[src/rtl/pwm_timer_chan.sv]
module pwm_timer_chan (
  input  logic        clk,
  input  logic        rst_n,
  input  logic        enable,
  input  logic [31:0] cfg,
  input  logic [15:0] cmp,
  input  logic        trig_ext,
  input  logic        trig_int,
  output logic        tmr_out,
  output logic        pin_out
);
  localparam logic [1:0] MODE_DIV = 2'b11;
  localparam logic [1:0] MODE_PWM = 2'b10;
  localparam logic [1:0] SRC_CLK  = 2'b00;
  localparam logic [1:0] SRC_TRG  = 2'b01;

  logic [1:0] mode, src;
  logic       use_int, pin_en, active, trg, edge_tick, tick;
  logic [2:0] sync_q;
  logic [15:0] cnt;
  logic [7:0]  low_q;
  logic [1:0]  mode_q;
  logic        run, out_q;
  wire         unused_cfg = ^cfg[31:7];

  assign mode    = cfg[1:0];
  assign src     = cfg[3:2];
  assign use_int = cfg[4];
  assign pin_en  = (cfg[6:5] == 2'b11);
  assign active  = enable && (mode == MODE_DIV || mode == MODE_PWM);

  assign trg       = use_int ? trig_int : trig_ext;
  assign edge_tick = sync_q[2] ^ sync_q[1];
  assign tick      = (src == SRC_CLK) ? 1'b1 :
                     (src == SRC_TRG) ? edge_tick : 1'b0;

  always_ff @(posedge clk or negedge rst_n) begin
    if (!rst_n) sync_q <= '0;
    else        sync_q <= {sync_q[1:0], trg};
  end

  always_ff @(posedge clk or negedge rst_n) begin
    if (!rst_n) begin
      run    <= 1'b0;
      cnt    <= '0;
      out_q  <= 1'b0;
      low_q  <= '0;
      mode_q <= '0;
    end else if (!active || (run && mode != mode_q)) begin
      run   <= 1'b0;
      cnt   <= '0;
      out_q <= 1'b0;
    end else if (!run) begin
      run    <= 1'b1;
      mode_q <= mode;
      if (mode == MODE_PWM) begin
        cnt   <= {8'h00, cmp[7:0]};
        low_q <= cmp[15:8];
        out_q <= 1'b1;
      end else begin
        cnt   <= cmp;
        out_q <= 1'b0;
      end
    end else if (tick) begin
      if (mode_q == MODE_DIV) begin
        if (cnt == 16'd0) begin
          cnt   <= cmp;
          out_q <= ~out_q;
        end else begin
          cnt <= cnt - 16'd1;
        end
      end else begin
        if (cnt[7:0] == 8'd0) begin
          if (out_q) begin
            out_q <= 1'b0;
            cnt   <= {8'h00, low_q};
          end else begin
            out_q <= 1'b1;
            low_q <= cmp[15:8];
            cnt   <= {8'h00, cmp[7:0]};
          end
        end else begin
          cnt <= cnt - 16'd1;
        end
      end
    end
  end

  assign tmr_out = out_q;
  assign pin_out = out_q & pin_en;
endmodule


[config.mk]
export PLATFORM = sky130hd
export DESIGN_NAME = pwm_timer_chan
export DESIGN_NICKNAME = d
export VERILOG_FILES = /design/src/rtl/pwm_timer_chan.sv
export SDC_FILE = /design/constraint.sdc
export NUM_CORES = 1
export LEC_CHECK = 0
export CAP_MARGIN = 20
export CORE_ASPECT_RATIO = 0.7
export CORE_MARGIN = 8
export CORE_UTILIZATION = 25
export CTS_BUF_LIST = sky130_fd_sc_hd__clkbuf_4
export CTS_CLUSTER_DIAMETER = 100
export DETAILED_ROUTE_END_ITERATION = 10
export GPL_ROUTABILITY_DRIVEN = 0
export PLACE_DENSITY = 0.48
export SLEW_MARGIN = 25
export SYNTH_ARGS = -nofsm -noshare
export SYNTH_HDL_FRONTEND = slang
export SYNTH_SLANG_ARGS = --single-unit
[constraint.sdc]
create_clock -name clk -period 4.65 [get_ports clk]
set_input_delay 0.93 -clock clk [delete_from_list [all_inputs] [get_ports clk]]
set_output_delay 0.93 -clock clk [all_outputs]
set_load 0.005 [all_outputs]
==> run summary <==
FF-to-FF End = cnt[14]$_DFFE_PN0P_
CP arrival = 2030 ps
Final Hold Viols = 0
Synth top area share = 39.9%
Fmax = 338 MHz
Top Ports = 55
Port Buffer Count = 29
Die Wd = 121 um
Die area = 10900 um2
Initial Util = 25.2%
Reg-to-reg critical path startpoint = cnt[0]$_DFFE_PN0P_
RSZ-0062 raised after global routing = no
Worst path most repeated cell = clkdlybuf4s50_1
# hold bufs at CTS = 0
Clk slew on worst S/H paths = 100 ps
Final Worst Setup Slack = 1690 ps
Row count = 27
Pin count of the biggest net entering global routing = 32
TritonCTS Buffers = 5
Ratio of cells with drive above 1 in the final layout = 15.9%
N_diodes = 0
Crit Path Class = in -> out
Final Util = 31.9%
Register bit total from synthesis = 31
Slowest CP cell = clkdlybuf4s50_1
Yosys cell types = 57
DP Wirelength = 4330 um
P_leak = 0.983 nW
Post-CTS Setup Bufs = 0
Clk Latency, worst-skew pair = 340 ps
Hold WC Path Type = reg -> reg
Chip Height = 89.7 um
Grt ovf = 0
Critical Path End = pin_out
Fin Setup TNS = 0 ps
Post-synth top flop = dfrtp_1
Htree depth = 2
Sink Count = 31
Final Critical Period = 2960 ps
Setup Skew = 10.8 ps
Power Dens Cells = 419 nW/um2
Worst R2R Path Depth = 7
Global routing's busiest layer = met1
Synth Warn # = 0
Max cap viols = 0
CTS tree = built
Mapped cell area = 1940 um2
First-pass GRT wire length = 9520 um
CP endpoint kind = output port
Crit path from = cfg[5]
Setup-failing EPs final = 0
Post-DRT Antenna Nets = 0
Met2 Usage GRT = 14.8%
Async SR Flop Fraction = 100%
Clock tree buffer depth = 2
Global-route met1 utilization = 16.6%
WL final = 5690 um
Area Growth Syn to Fin = 26.4%
Nets@finish = 286
Gr usage total = 11.0%
Most frequent cells in the layout = dfrtp_1, clkdlybuf4s50_1, nand2_1
Initial DRC Count = 94
Critical Path RT = 3720 ps
Core area = 7700 um2
Wirelength per Cell = 17.1 um
Worst slew pin tran = 726 ps
Initial antenna violation count = 0
DP Worst Slack = 1600 ps
Cells after Synth = 197
Seq/Total Area, Yosys = 39.9%
Crit path max fanout = 1
Vias per Instance = 5.02
Commonest non-fill, non-tap cell in the layout = dfrtp_1
Setup crit start kind = primary input
CTS resizes = 0
Vias in the first global route = 1766
Number of synthesized flops with an enable pin = 0
Via count = 1672
Crit path cell chain = clkdlybuf4s50_1 > and3_1 > clkdlybuf4s50_1
Avg Cell Area, Syn = 9.86 um2
DRC violations left = 0
Syn_nets = 252
Worst vdd ir = 0.130 mV
Main area contributors after synthesis = dfrtp_1, mux2_2, o21ai_0
Outcome = completed
Final Cycle Share = 63.6%
Flop-to-flop setup slack = 2170 ps
Grt met3 use = 3.37%
TritonRoute pass-1 iters = 4
Pins Over Slew Limit = 0
Largest area contributor in the netlist = dfrtp_1
Crit path largest cell delay = 500 ps
Root buffer cell = clkbuf_4
Slew headroom = 50.9%
through the flow:
| stage | instances | hold WS [ps] | power (mW) | instance area [um2] |
|---|---|---|---|---|
| 2_1_floorplan | 197 | 331 | 0.634 | 1940 |
| 3_3_place_gp | 325 | 333 | 0.755 | 2350 |
| 3_5_place_dp | 325 | 337 | 0.754 | 2350 |
| 4_1_cts | 333 | 363 | 1.04 | 2450 |
| 5_1_grt | 333 | 371 | 1.10 | 2450 |
| 6_report | 333 | 360 | 1.03 | 2450 |
layer usage:
layer  share of wire [%]  wire length [um]
met3                 7.1               401
met1                  53              3020
met5                   0                 0
met4                0.63                36
met2                  39              2230
power by group:
| group | internal (mW) | switching, mW |
|---|---|---|
| clock network | 0.174 | 0.104 |
| registers | 0.326 | 0.0681 |
| logic | 0.156 | 0.201 |
| total | 0.655 | 0.373 |
worst max-delay path, delay by kind of cell:
| kind | cells | cell delay [ps] |
|---|---|---|
| buffers and inverters | 2 | 950 |
| and+or+nand+nor | 1 | 150 |
registers in the layout, indices dropped and copies added (netlist names):
register  cells
run           1
mode_q        2
low_q         8
sync_q        3
tmr_out       1
cnt          16
logic make-up after synthesis:
kind of cell / after synthesis / share of synthesized area, %
compound gates: 66 / 25.3
xor+xnor: 6 / 2.71
fa+ha+maj: 2 / 1.29
buf+inv: 9 / 2.19
flops: 31 / 39.9
mux: 13 / 7.41
simple gates: 70 / 21.2
synth_stat cells, types with 2 or more instances:
cell type	number
xor2_1	3
o21ai_0	13
a31oi_1	2
a21o_1	2
nor3_4	2
a32o_1	2
nand3_1	9
nand2_1	17
nand2b_1	4
ha_1	2
o31ai_1	2
o22ai_1	2
a21oi_1	12
or3_1	2
a221o_1	6
nor4_1	2
mux2i_1	2
nand4_1	3
mux2_2	11
a211o_1	3
inv_1	4
a211oi_1	2
or2_2	2
dfrtp_1	31
and3_1	2
nor2_1	11
nor4_2	2
xnor2_1	3
a21boi_0	2
nor3_1	6
o2111ai_1	3
o21a_1	3
worst min path at each step:
| stage | startpoint | end | slack [ps] | cells past startpoint |
|---|---|---|---|---|
| after detailed placement | sync_q[0]$_DFF_PN0_ | sync_q[1]$_DFF_PN0_ | 340 | 0 |
| after global routing | sync_q[0]$_DFF_PN0_ | sync_q[1]$_DFF_PN0_ | 370 | 0 |
| after CTS | sync_q[0]$_DFF_PN0_ | sync_q[1]$_DFF_PN0_ | 360 | 0 |
| after global placement | sync_q[0]$_DFF_PN0_ | sync_q[1]$_DFF_PN0_ | 330 | 0 |
| final | sync_q[0]$_DFF_PN0_ | sync_q[1]$_DFF_PN0_ | 360 | 0 |
| after floorplan | sync_q[0]$_DFF_PN0_ | sync_q[1]$_DFF_PN0_ | 330 | 0 |
layout make-up:
type	count	area (um2)
clock buffer	6	45.0
multi-input combinational	157	1120
inverter	5	18.8
sequential	31	776
fill	846	5250
clock inverter	2	60.1
tap	101	126
timing repair buffer	31	305
Note: power is estimated with default switching activity, not from simulation.
